===== src/rtl/trc_pkg.sv =====
package trc_pkg;
  localparam int INSTR_W = 14;
  localparam int OPC_W   = 3;
  localparam int IMM_W   = 8;
  localparam int TGT_W   = 11;

  typedef enum logic [OPC_W-1:0] {
    OP_ADD   = 3'b000,
    OP_CMP   = 3'b001,
    OP_MOVI  = 3'b010,
    OP_JMP   = 3'b011,
    OP_JMPNE = 3'b100,
    OP_IDLE  = 3'b101,
    OP_STORE = 3'b110,
    OP_LOAD  = 3'b111
  } opcode_e;

  typedef enum logic [1:0] {
    ALU_ADD  = 2'b00,
    ALU_PASS = 2'b01,
    ALU_CMP  = 2'b10
  } alu_op_e;

  typedef struct packed {
    alu_op_e alu_op;
    logic    jump;
    logic    jump_ne;
    logic    reg_we;
    logic    flag_we;
    logic    sel_mem;
    logic    mem_rd;
    logic    mem_wr;
  } ctrl_t;
endpackage


===== src/rtl/trc_decoder.sv =====
module trc_decoder
  import trc_pkg::*;
(
  input  opcode_e op,
  output ctrl_t   ctrl
);
  always_comb begin
    ctrl = '{alu_op: ALU_ADD, default: 1'b0};
    case (op)
      OP_ADD:   begin ctrl.alu_op = ALU_ADD;  ctrl.reg_we = 1'b1; end
      OP_CMP:   begin ctrl.alu_op = ALU_CMP;  ctrl.flag_we = 1'b1; end
      OP_MOVI:  begin ctrl.alu_op = ALU_PASS; ctrl.reg_we = 1'b1; end
      OP_JMP:   ctrl.jump = 1'b1;
      OP_JMPNE: ctrl.jump_ne = 1'b1;
      OP_STORE: ctrl.mem_wr = 1'b1;
      OP_LOAD:  begin
        ctrl.alu_op  = ALU_PASS;
        ctrl.reg_we  = 1'b1;
        ctrl.sel_mem = 1'b1;
        ctrl.mem_rd  = 1'b1;
      end
      default:  ctrl = '{alu_op: ALU_ADD, default: 1'b0};
    endcase
  end
endmodule


===== src/rtl/trc_regfile.sv =====
module trc_regfile #(
  parameter int DATA_W    = 8,
  parameter int REG_COUNT = 8,
  localparam int SEL_W    = $clog2(REG_COUNT)
) (
  input  logic              clk,
  input  logic              rst,
  input  logic              we,
  input  logic [SEL_W-1:0]  sel,
  input  logic [DATA_W-1:0] wdata,
  output logic [DATA_W-1:0] rdata
);
  logic [DATA_W-1:0] regs_q [REG_COUNT];

  genvar g;
  generate
    for (g = 0; g < REG_COUNT; g++) begin : g_reg
      always_ff @(posedge clk) begin
        if (rst) begin
          regs_q[g] <= '0;
        end else if (we && (sel == SEL_W'(g))) begin
          regs_q[g] <= wdata;
        end
      end
    end
  endgenerate

  assign rdata = regs_q[sel];
endmodule


===== src/rtl/trc_alu.sv =====
module trc_alu
  import trc_pkg::*;
#(
  parameter int DATA_W = 8
) (
  input  alu_op_e           op,
  input  logic [DATA_W-1:0] a,
  input  logic [DATA_W-1:0] b,
  output logic [DATA_W-1:0] result,
  output logic              differ
);
  always_comb begin
    case (op)
      ALU_ADD:  result = a + b;
      ALU_PASS: result = b;
      default:  result = a;
    endcase
  end

  assign differ = (a != b);
endmodule


===== src/rtl/tiny_rimm_core.sv =====
module tiny_rimm_core
  import trc_pkg::*;
#(
  parameter int DATA_W    = 8,
  parameter int REG_COUNT = 8
) (
  input  logic              clk,
  input  logic              rst,
  output logic [10:0]       pc_o,
  input  logic [13:0]       instr_i,
  output logic [7:0]        dbus_addr_o,
  output logic              dbus_rd_o,
  output logic              dbus_wr_o,
  output logic [DATA_W-1:0] dbus_wdata_o,
  input  logic [DATA_W-1:0] dbus_rdata_i
);
  localparam int SEL_W = $clog2(REG_COUNT);

  opcode_e           op;
  ctrl_t             ctrl;
  logic [SEL_W-1:0]  sel;
  logic [IMM_W-1:0]  imm;
  logic [TGT_W-1:0]  target;
  logic [DATA_W-1:0] imm_ext;
  logic [DATA_W-1:0] reg_val;
  logic [DATA_W-1:0] alu_res;
  logic [DATA_W-1:0] wb_data;
  logic              alu_ne;
  logic              take_jump;
  logic [TGT_W-1:0]  pc_q;
  logic              flag_q;

  assign op      = opcode_e'(instr_i[INSTR_W-1 -: OPC_W]);
  assign sel     = instr_i[IMM_W +: SEL_W];
  assign imm     = instr_i[IMM_W-1:0];
  assign target  = instr_i[TGT_W-1:0];
  assign imm_ext = DATA_W'(imm);

  trc_decoder u_dec (
    .op   (op),
    .ctrl (ctrl)
  );

  trc_regfile #(
    .DATA_W    (DATA_W),
    .REG_COUNT (REG_COUNT)
  ) u_rf (
    .clk   (clk),
    .rst   (rst),
    .we    (ctrl.reg_we),
    .sel   (sel),
    .wdata (wb_data),
    .rdata (reg_val)
  );

  trc_alu #(
    .DATA_W (DATA_W)
  ) u_alu (
    .op     (ctrl.alu_op),
    .a      (reg_val),
    .b      (imm_ext),
    .result (alu_res),
    .differ (alu_ne)
  );

  assign wb_data   = ctrl.sel_mem ? dbus_rdata_i : alu_res;
  assign take_jump = ctrl.jump || (ctrl.jump_ne && flag_q);

  always_ff @(posedge clk) begin
    if (rst) begin
      pc_q   <= '0;
      flag_q <= 1'b0;
    end else begin
      pc_q <= take_jump ? target : pc_q + 1'b1;
      if (ctrl.flag_we) begin
        flag_q <= alu_ne;
      end
    end
  end

  assign pc_o         = pc_q;
  assign dbus_addr_o  = imm;
  assign dbus_rd_o    = ctrl.mem_rd;
  assign dbus_wr_o    = ctrl.mem_wr;
  assign dbus_wdata_o = reg_val;
endmodule


===== config.mk =====
export PLATFORM = sky130hd
export DESIGN_NAME = tiny_rimm_core
export DESIGN_NICKNAME = d
export VERILOG_FILES = /design/src/rtl/trc_pkg.sv /design/src/rtl/trc_decoder.sv /design/src/rtl/trc_regfile.sv /design/src/rtl/trc_alu.sv /design/src/rtl/tiny_rimm_core.sv
export SDC_FILE = /design/constraint.sdc
export NUM_CORES = 1
export LEC_CHECK = 0
export ABC_AREA = 1
export BUFFER_PORTS_ARGS = -buffer_cell sky130_fd_sc_hd__buf_2
export CAP_MARGIN = 10
export CORE_MARGIN = 2
export CORE_UTILIZATION = 40
export CTS_CLUSTER_SIZE = 24
export DETAILED_ROUTE_END_ITERATION = 7
export SYNTH_ARGS = -nofsm -noshare
export SYNTH_HDL_FRONTEND = slang
export SYNTH_SLANG_ARGS = --single-unit

===== constraint.sdc =====
create_clock -name clk -period 6.7 [get_ports clk]
set_input_delay 1.005 -clock clk [delete_from_list [all_inputs] [get_ports clk]]
set_output_delay 1.005 -clock clk [all_outputs]
set_load 0.02 [all_outputs]

==> impl_metrics.py <==
metrics = {
    "run_status": {
        "status": "complete, no violations",
    },
    "floorplan": {
        "rows": 37,
        "initial_core_util": 0.415,
        "dieArea_sq_mm": 0.0117,
        "ios": 53,
        "fp.dieW_um": 108,
        "die_h_um": 108,
        "core_sq_mm": 0.0104,
    },
    "cts": {
        "cts-root-buf": "clkbuf_8",
        "cts_tree": "done",
        "insertion_delay_ps": 350,
        "ctsHoldBuffers": 0,
        "cts_made_buffers": 9,
        "cts.sinks": 76,
        "clk_path_buf_depth": 2,
        "htree_levels": 3,
        "clkSlewWorstSetupHoldPaths_ps": 80,
        "post_cts_resized": 0,
        "postCtsSetupBuffers": 0,
    },
    "yosys": {
        "ys_seq_elements": 76,
        "netlist_instances": 452,
        "synthDistinctLibCells": 45,
        "synth_edf_count": 64,
        "synth_fp_nets": 485,
        "ys_seq_area_frac": 0.500,
        "yosys_warnings": 0,
        "syn-cell-area_sq_mm": 0.00432,
        "syn_area_per_cell_sq_um": 9.56,
        "synthArstFlopShare": 0,
        "ys.flop_type": "edfxtp_1",
    },
    "global_route": {
        "grt_pass1_vias": 3276,
        "grt_use_met3": 0.0518,
        "globalRoute.busiestLayer": "met2",
        "track_usage": 0.207,
        "grt_start_max_net_pins": 24,
        "antenna_found_initial": 0,
        "grt-ovfl-total": 0,
        "gr-usage-met2": 0.326,
        "grt_pass1_wl_um": 17800,
        "grt_use_met1": 0.284,
    },
    "detailed_routing": {
        "drc": 0,
        "routedWlPerCell_um": 18.1,
        "viasPerCell": 5.25,
        "num_vias": 3386,
        "dr.first_iter.drc_count": 227,
        "dr.pass1.iters": 4,
        "ant_nets": 0,
        "drt_wl_total_um": 11700,
    },
    "critical_path": {
        "path_class": "in -> reg",
        "critPathTopFamily": "simple AND/OR/NAND/NOR gates",
        "crit_buf_inv": 3,
        "cp-start-kind": "input port",
        "crit_fanout": 13,
        "max_stage_delay_ps": 420,
        "worstPathRequired_ps": 6800,
        "crit_chain": "buf_2, inv_1, nand2_2, inv_2, a22oi_1, nand3_2, and2_1, ha_1, fa_1, nand2_1, a21oi_1, nor3_1, o211ai_4, o21ai_4, nor2_1",
        "worst_setup_path_end_kind": "register",
        "crit_slowest_cell": "fa_1",
        "critPathArrivalTime_ps": 3730,
    },
    "layout": {
        "antennaDiodeCount": 0,
        "final_common_cell": "nor2_1",
        "finalNetCount": 537,
        "multiInputGateArea_sq_mm": 0.00185,
        "syn_to_final_growth_pct": 12.4,
        "drive_above_1_share": 0.236,
        "final_cell_area_sq_mm": 0.00486,
        "final_cell_mix": "nor2_1, edfxtp_1, nand2_1",
        "final_cells": 645,
        "ff_latch_area_sq_mm": 0.00216,
        "fill_cells": 1049,
    },
    "sta": {
        "setup_viol": 0,
        "fin_crit_ps": 3630,
        "period_share": 0.542,
        "tightest_slew_ps": 1020,
        "slew_violations": 0,
        "hold_violations": 0,
        "grt_setup_unrepaired": "no",
        "tns_ps": 0,
        "clock.fmax_ghz": 0.276,
        "setup_slack_ps": 3070,
        "slew_headroom": 0.316,
        "fin_skew_ps": 9.62,
    },
    "placement": {
        "dp_cells": 629,
        "portBuffers": 52,
        "globalplace.congestion": 0.899,
        "place_area_sq_mm": 0.00467,
        "hpwlAfterDp_um": 8650,
        "post-place-ws_ps": 2740,
    },
    "worst_hold_path": {
        "hold_class": "reg -> reg",
    },
    "run": {
        "cap_violations": 0,
    },
    "power_and_ir_drop": {
        "power_density_mw_per_mm2": 235,
        "total_leakage_power_uw": 0.00200,
        "peakVddDrop_mv": 0.142,
    },
}
where the power goes:
part           leakage (uW)  switching [uW]  internal [uW]
clock network     0.0000943             177            172
registers          0.000765            11.5            538
logic               0.00115             165           77.0
total               0.00200             354            787
state kept, by name, summed over array words and instances, names as in the netlist:
register,count
pc_o,11
u_rf.regs_q,64
flag_q,1
final timing paths:
check / start / endpoint / slack, ps / depth (start not counted)
max: instr_i[8] / u_rf.regs_q[7][4] / 3070 / 15
min: pc_o[0] / pc_o[0] / 500 / 1
max reg2reg: u_rf.regs_q[2][0] / u_rf.regs_q[7][4] / 3990 / 13
min reg2reg: pc_o[0] / pc_o[0] / 500 / 1
final cells by class:
class,instances,share of cell area
timing repair buffer,58,0.0628
clock inverter,6,0.0131
clock buffer,10,0.0263
inverter,46,0.0366
multi-input combinational,313,0.381
sequential,76,0.445
tap,136,0.0350
cell usage after synthesis (all sizes together), types with 4 or more instances:
master	n	share of area
a22oi	18	0.041
nor2	83	0.085
nor3	5	0.0058
a21oi	24	0.028
or2	4	0.0058
ha	8	0.023
edfxtp	64	0.44
xor2	6	0.012
o21ai	29	0.042
dfxtp	12	0.056
buf	15	0.028
nand3	45	0.062
and2	6	0.0087
o22ai	4	0.015
inv	44	0.039
nand2	65	0.065
nand4	5	0.0072
kinds of logic (layout without fill, tap and decap cells):
| logic type | after synthesis | count (layout) | share of synthesized area |
|---|---|---|---|
| flip-flops | 76 | 76 | 0.500 |
| buffers and inverters | 63 | 120 | 0.0712 |
| AND/OR/NAND/NOR | 215 | 215 | 0.243 |
| XOR/XNOR | 9 | 9 | 0.0182 |
| adder cells (fa/ha/maj) | 9 | 9 | 0.0278 |
| AO/OA/AOI/OAI | 80 | 80 | 0.140 |
through the flow:
step,util,hold slack [ps],total power (uW)
2_1_floorplan,-,497,727
3_3_place_gp,0.448,466,799
3_5_place_dp,0.448,482,802
4_1_cts,0.467,501,1150
5_1_grt,0.467,517,1190
6_report,0.467,501,1140
per-layer routing:
layer / part of all wire / vias up
met5: 0 / -
li1: - / 1654
met3: 0.064 / 17
met4: 0.014 / 0
met2: 0.47 / 93
met1: 0.45 / 1622
(Power assumes the default switching activity.)
